`config.mk`:
```
export PLATFORM = sky130hd
export DESIGN_NAME = sft_timer
export DESIGN_NICKNAME = d
export VERILOG_FILES = /design/src/rtl/sft_pkg.sv /design/src/rtl/sft_history.sv /design/src/rtl/sft_target.sv /design/src/rtl/sft_idle_counter.sv /design/src/rtl/sft_req_latch.sv /design/src/rtl/sft_timer.sv
export SDC_FILE = /design/constraint.sdc
export NUM_CORES = 1
export LEC_CHECK = 0
export BUFFER_PORTS_ARGS = -buffer_cell sky130_fd_sc_hd__buf_4
export CORE_MARGIN = 3
export CORE_UTILIZATION = 45
export DETAILED_ROUTE_END_ITERATION = 6
export PLACE_DENSITY = 0.8
export SLEW_MARGIN = 10
export SYNTH_ARGS = -nofsm -noshare
export SYNTH_HDL_FRONTEND = slang
export SYNTH_SLANG_ARGS = --single-unit
```
`constraint.sdc`:
```
create_clock -name clk_i -period 3.7 [get_ports clk_i]
set_input_delay 0.74 -clock clk_i [delete_from_list [all_inputs] [get_ports clk_i]]
set_output_delay 0.74 -clock clk_i [all_outputs]
set_load 0.01 [all_outputs]
```
`src/rtl/sft_pkg.sv`:
```
package sft_pkg;
  typedef enum logic [1:0] {
    HIST_NEW   = 2'd0,
    HIST_OWN   = 2'd1,
    HIST_RETRY = 2'd2
  } sft_hist_e;
endpackage

```
`src/rtl/sft_history.sv`:
```
module sft_history
  import sft_pkg::*;
(
  input  logic      clk_i,
  input  logic      rst_ni,
  input  logic      clear_i,
  input  logic      own_ok_i,
  input  logic      own_fail_i,
  input  logic      peer_done_i,
  output sft_hist_e hist_o
);
  sft_hist_e hist_q;

  always_ff @(posedge clk_i or negedge rst_ni) begin
    if (!rst_ni)          hist_q <= HIST_NEW;
    else if (clear_i)     hist_q <= HIST_NEW;
    else if (own_fail_i)  hist_q <= HIST_RETRY;
    else if (own_ok_i)    hist_q <= HIST_OWN;
    else if (peer_done_i) hist_q <= HIST_NEW;
  end

  assign hist_o = hist_q;
endmodule

```
`src/rtl/sft_target.sv`:
```
module sft_target
  import sft_pkg::*;
#(
  parameter int SEL_W     = 3,
  parameter int CNT_W     = 4,
  parameter int DEF_NEW   = 7,
  parameter int DEF_OWN   = 5,
  parameter int DEF_RETRY = 3
) (
  input  logic [SEL_W-1:0] sel_i,
  input  sft_hist_e        hist_i,
  output logic [CNT_W-1:0] target_o
);
  localparam logic [CNT_W-1:0] HALF_NEW   = CNT_W'(2 * DEF_NEW);
  localparam logic [CNT_W-1:0] HALF_OWN   = CNT_W'(2 * DEF_OWN);
  localparam logic [CNT_W-1:0] HALF_RETRY = CNT_W'(2 * DEF_RETRY);

  always_comb begin
    if (sel_i != '0) begin
      // n -> 0.5 + (n-1) bits = 2n-1 half bits
      target_o = CNT_W'({sel_i, 1'b0}) - CNT_W'(1);
    end else begin
      unique case (hist_i)
        HIST_OWN:   target_o = HALF_OWN;
        HIST_RETRY: target_o = HALF_RETRY;
        default:    target_o = HALF_NEW;
      endcase
    end
  end
endmodule

```
`src/rtl/sft_idle_counter.sv`:
```
module sft_idle_counter #(
  parameter int CNT_W = 4
) (
  input  logic             clk_i,
  input  logic             rst_ni,
  input  logic             clear_i,
  input  logic             start_i,
  input  logic             stop_i,
  input  logic             tick_i,
  input  logic             line_i,
  output logic             running_o,
  output logic [CNT_W-1:0] cnt_o
);
  localparam logic [CNT_W-1:0] CNT_MAX = '1;

  logic             run_q;
  logic [CNT_W-1:0] cnt_q;

  always_ff @(posedge clk_i or negedge rst_ni) begin
    if (!rst_ni) begin
      run_q <= 1'b0;
      cnt_q <= '0;
    end else if (clear_i) begin
      run_q <= 1'b0;
      cnt_q <= '0;
    end else if (start_i) begin
      run_q <= 1'b1;
      cnt_q <= '0;
    end else if (stop_i) begin
      run_q <= 1'b0;
      cnt_q <= '0;
    end else if (run_q) begin
      if (!line_i)                        cnt_q <= '0;
      else if (tick_i && cnt_q != CNT_MAX) cnt_q <= cnt_q + CNT_W'(1);
    end
  end

  assign running_o = run_q;
  assign cnt_o     = cnt_q;
endmodule

```
`src/rtl/sft_req_latch.sv`:
```
module sft_req_latch (
  input  logic clk_i,
  input  logic rst_ni,
  input  logic clear_i,
  input  logic set_i,
  input  logic take_i,
  output logic pend_o
);
  logic pend_q;

  always_ff @(posedge clk_i or negedge rst_ni) begin
    if (!rst_ni)      pend_q <= 1'b0;
    else if (clear_i) pend_q <= 1'b0;
    else              pend_q <= (pend_q & ~take_i) | set_i;
  end

  assign pend_o = pend_q;
endmodule

```
`src/rtl/sft_timer.sv`:
```
module sft_timer
  import sft_pkg::*;
#(
  parameter int SEL_W     = 3,
  parameter int DEF_NEW   = 7,
  parameter int DEF_OWN   = 5,
  parameter int DEF_RETRY = 3
) (
  input  logic             clk_i,
  input  logic             rst_ni,
  input  logic             enable_i,
  input  logic             half_tick_i,
  input  logic             line_i,
  input  logic [SEL_W-1:0] sel_i,
  input  logic             start_mode_i,
  input  logic             som_req_i,
  input  logic             eom_req_i,
  input  logic             own_ok_i,
  input  logic             own_fail_i,
  input  logic             peer_done_i,
  input  logic             tx_started_i,
  output logic             grant_o,
  output logic             eom_pend_o
);
  localparam int PROG_MAX = 2 * ((1 << SEL_W) - 1) - 1;
  localparam int DEF_MAX  = 2 * ((DEF_NEW > DEF_OWN) ?
                                 ((DEF_NEW > DEF_RETRY) ? DEF_NEW : DEF_RETRY) :
                                 ((DEF_OWN > DEF_RETRY) ? DEF_OWN : DEF_RETRY));
  localparam int HALF_MAX = (PROG_MAX > DEF_MAX) ? PROG_MAX : DEF_MAX;
  localparam int CNT_W    = $clog2(HALF_MAX + 1);

  logic             clear;
  logic             ok_ev, fail_ev, peer_ev, any_end;
  logic             som_ev, eom_ev, take_ev, start_ev;
  logic             running, som_pend;
  logic [CNT_W-1:0] cnt, target;
  sft_hist_e        hist;

  assign clear   = ~enable_i;
  assign ok_ev   = enable_i & own_ok_i;
  assign fail_ev = enable_i & own_fail_i;
  assign peer_ev = enable_i & peer_done_i;
  assign any_end = ok_ev | fail_ev | peer_ev;
  assign som_ev  = enable_i & som_req_i;
  assign eom_ev  = enable_i & eom_req_i;
  assign take_ev = enable_i & tx_started_i;
  assign start_ev = start_mode_i ? any_end : som_ev;

  sft_history u_hist (
    .clk_i       (clk_i),
    .rst_ni      (rst_ni),
    .clear_i     (clear),
    .own_ok_i    (ok_ev),
    .own_fail_i  (fail_ev),
    .peer_done_i (peer_ev),
    .hist_o      (hist)
  );

  sft_target #(
    .SEL_W     (SEL_W),
    .CNT_W     (CNT_W),
    .DEF_NEW   (DEF_NEW),
    .DEF_OWN   (DEF_OWN),
    .DEF_RETRY (DEF_RETRY)
  ) u_target (
    .sel_i    (sel_i),
    .hist_i   (hist),
    .target_o (target)
  );

  sft_idle_counter #(.CNT_W(CNT_W)) u_cnt (
    .clk_i     (clk_i),
    .rst_ni    (rst_ni),
    .clear_i   (clear),
    .start_i   (start_ev),
    .stop_i    (take_ev),
    .tick_i    (half_tick_i),
    .line_i    (line_i),
    .running_o (running),
    .cnt_o     (cnt)
  );

  sft_req_latch u_som (
    .clk_i   (clk_i),
    .rst_ni  (rst_ni),
    .clear_i (clear),
    .set_i   (som_ev),
    .take_i  (take_ev),
    .pend_o  (som_pend)
  );

  sft_req_latch u_eom (
    .clk_i   (clk_i),
    .rst_ni  (rst_ni),
    .clear_i (clear),
    .set_i   (eom_ev),
    .take_i  (take_ev),
    .pend_o  (eom_pend_o)
  );

  assign grant_o = running & som_pend & (cnt >= target);
endmodule

```
==> results.json <==
{
  "grt_first_pass_wirelength_mm": 2.346,
  "ctsResizeCount": 0,
  "power_density_nw_per_um2": 276.8,
  "finalSetupTns_ns": 0,
  "synth_area_um2": 644.4,
  "critPathLaunch": "sel_i[0]",
  "via_per_inst": 5.510,
  "numCtsBuffers": 3,
  "wire_per_inst_um": 12.70,
  "die_x_um": 43.84,
  "grt_max_degree": 11,
  "timing.rr.start": "u_cnt.cnt_o[1]$_DFFE_PN0P_",
  "root_buffer": "clkbuf_4",
  "p_sw_w": 0.00005633,
  "crit_required_ns": 2.96,
  "seqPwrFrac_pct": 48.0,
  "worstSetupPathType": "in2out",
  "startpoint_type": "primary input",
  "slew-limit-headroom_pct": 81.55,
  "drv_slew": 0,
  "max_stage_delay_ns": 0.26,
  "hold_viol": 0,
  "antenna_found_initial": 0,
  "swShare_pct": 25.30,
  "combinationalPowerShare_pct": 19.0,
  "ys_types": 28,
  "yosysTopAreaCell": "dfrtp_1",
  "clock_latency_ns": 0.25,
  "rsz0062_at_grt": "false",
  "dp_hpwl_mm": 1.085,
  "dr.pass1.iters": 3,
  "num_rows": 13,
  "postRouteAntennaNets": 0,
  "syn2layout_area_growth_pct": 24.85,
  "cts_hold_buf": 0,
  "skew_ns": 0.005239,
  "clk_pin_slew_worst_paths_ns": 0.06,
  "setup_viol": 0,
  "crit_fanout": 4,
  "routed_wl_mm": 1.321,
  "synth_top_area_share_pct": 34.95,
  "yosys_register_bits": 9,
  "internal_power_w": 0.0001663,
  "power.leakage_nw": 0.3781,
  "period_share_pct": 79.13,
  "io_pins": 17,
  "postCtsSetupBuffers": 0,
  "multiInputGateArea_um2": 395.4,
  "avgSynthCellArea_um2": 9.205,
  "gp_congestion": 0.7979,
  "cts.sinks": 9,
  "drive_above_1_share_pct": 24.72,
  "critical_path.slowest_cell": "ha_1",
  "finalCriticalPeriod_ns": 2.928,
  "register_area_um2": 225.2,
  "syn-num-nets": 92,
  "synth.area.top_cells": "dfrtp_1 (35%), ha_1 (14%), o21ai_0 (4.7%), a21oi_1 (3.9%), nor2b_1 (3.9%)",
  "final_common_cell": "buf_4",
  "crit_chain": "buf_4, inv_1, ha_1, nand2b_1, and2_1, ha_1, a21boi_0, o21ai_0, a21oi_1, buf_4",
  "clkPwrFrac_pct": 33.0,
  "nFillCells": 114,
  "ir_drop_mv": 0.2888,
  "drv_cap": 0,
  "fmax_mhz": 341.5,
  "port_buffers": 16,
  "nets": 112,
  "hold_class": "in2async",
  "clockBufferDepth": 2,
  "cts_tree": "built",
  "worstMarginPinSlew_ns": 0.2768,
  "ys_seq_area_share_pct": 34.95,
  "cts_htree_levels": 1,
  "route.vias.total": 573,
  "final_area_um2": 804.5,
  "yosysWarnings": 0,
  "drc": 0,
  "die-area_um2": 1922,
  "cp-end-kind": "output pin",
  "postPlaceCellArea_um2": 778.2,
  "crit_arrival_ns": 2.19,
  "die_height_um": 43.84,
  "core_um2": 1318,
  "synthCells": 70,
  "grtUsageTotal_pct": 16.11,
  "insertedDiodeCount": 0,
  "total_power_w": 0.0002227,
  "status": "complete, no violations",
  "drtIter0Drc": 7,
  "grt_overflow": 0,
  "grt_pass1_vias": 550,
  "most-common-layout-cells": "buf_4 (16), dfrtp_1 (9), ha_1 (7), o21ai_0 (6)",
  "start_util_pct": 48.91
}
[through the flow]
step	std cells	worst slack (ns)	utilization, %	hold slack, ns
after CTS	104	0.7574	61.06	0.2906
after detailed placement	100	0.7659	59.07	0.5543
final	104	0.7720	61.06	0.2916
after floorplan	70	1.027	-	0.4444
after global routing	104	0.5981	61.06	0.2866
after global placement	100	0.8134	59.07	0.5605
[layout make-up]
cell class | count | share of cell area [%]
Clock buffer | 4 | 3.266
Inverter | 5 | 2.333
Multi-Input combinational cell | 55 | 49.14
Sequential cell | 9 | 27.99
Tap cell | 15 | 2.333
Timing Repair Buffer | 16 | 14.93
[worst max-delay path, delay by kind of cell]
| kind | cells | cell delay [ns] |
|---|---|---|
| fa+ha+maj | 2 | 0.45 |
| compound gates | 3 | 0.41 |
| buf+inv | 3 | 0.32 |
| simple gates | 2 | 0.28 |
[per-layer routing]
metal | wire (µm) | vias up | track usage [%] | share of wire, %
li1 | - | 291 | - | -
met1 | 581 | 268 | 21.19 | 44
met2 | 650 | 12 | 26.74 | 49
met3 | 77 | 2 | 3.734 | 5.8
met4 | 12 | 0 | 3.614 | 0.91
met5 | 0 | - | 0 | 0
[power by group through the flow]
stage | Clock (W) | Combinational, W | Sequential, W
after floorplan | 0 | 0.0000223 | 0.000106
after global placement | 0 | 0.0000406 | 0.000108
after detailed placement | 0 | 0.0000428 | 0.000108
after CTS | 0.0000760 | 0.0000430 | 0.000107
after global routing | 0.0000807 | 0.0000490 | 0.000107
final | 0.0000735 | 0.0000423 | 0.000107
[cell families (layout without fill, tap and decap cells)]
family          after synthesis  in the layout  share of synthesized area (%)
compound gates               18             18                          16.70
mux                           2              2                          3.301
fa+ha+maj                     7              7                          13.59
buf+inv                       6             25                          3.689
simple gates                 28             28                          27.77
flops                         9              9                          34.95
[worst paths after layout]
| kind | endpoint | slack, ns | cells after the start |
|---|---|---|---|
| setup reg to reg | u_cnt.cnt_o[1]$_DFFE_PN0P_ | 2.35 | 5 |
| setup / recovery | grant_o | 0.77 | 10 |
| hold reg to reg | u_hist.hist_o[1]$_DFFE_PN0P_ | 0.56 | 2 |
| max in group asynchronous | u_cnt.cnt_o[2]$_DFFE_PN0P_ | 3.27 | 1 |
| hold / removal | u_hist.hist_o[1]$_DFFE_PN0P_ | 0.29 | 1 |
| min in group clk_i | u_hist.hist_o[1]$_DFFE_PN0P_ | 0.56 | 2 |
[registers in the layout (all words and copies together), names as in the netlist]
name             cells
u_hist.hist_o        2
u_eom.pend_o         1
u_cnt.cnt_o          4
u_som.pend_o         1
u_cnt.running_o      1
[synth_stat cells]
master / count
a211oi_1: 1
a21boi_0: 1
a21oi_1: 5
a31oi_1: 1
and2_1: 1
and3_1: 1
and4_1: 1
buf_2: 1
dfrtp_1: 9
ha_1: 7
inv_1: 5
mux2_2: 1
mux2i_1: 1
nand2_1: 4
nand2b_1: 3
nand3_1: 4
nand3b_1: 2
nand4_1: 1
nand4b_1: 1
nor2_1: 2
nor2b_1: 4
nor3_1: 2
nor3b_1: 1
nor4b_4: 1
o211ai_1: 1
o21a_1: 2
o21ai_0: 6
o21ai_2: 1
(Power assumes the default switching activity.)
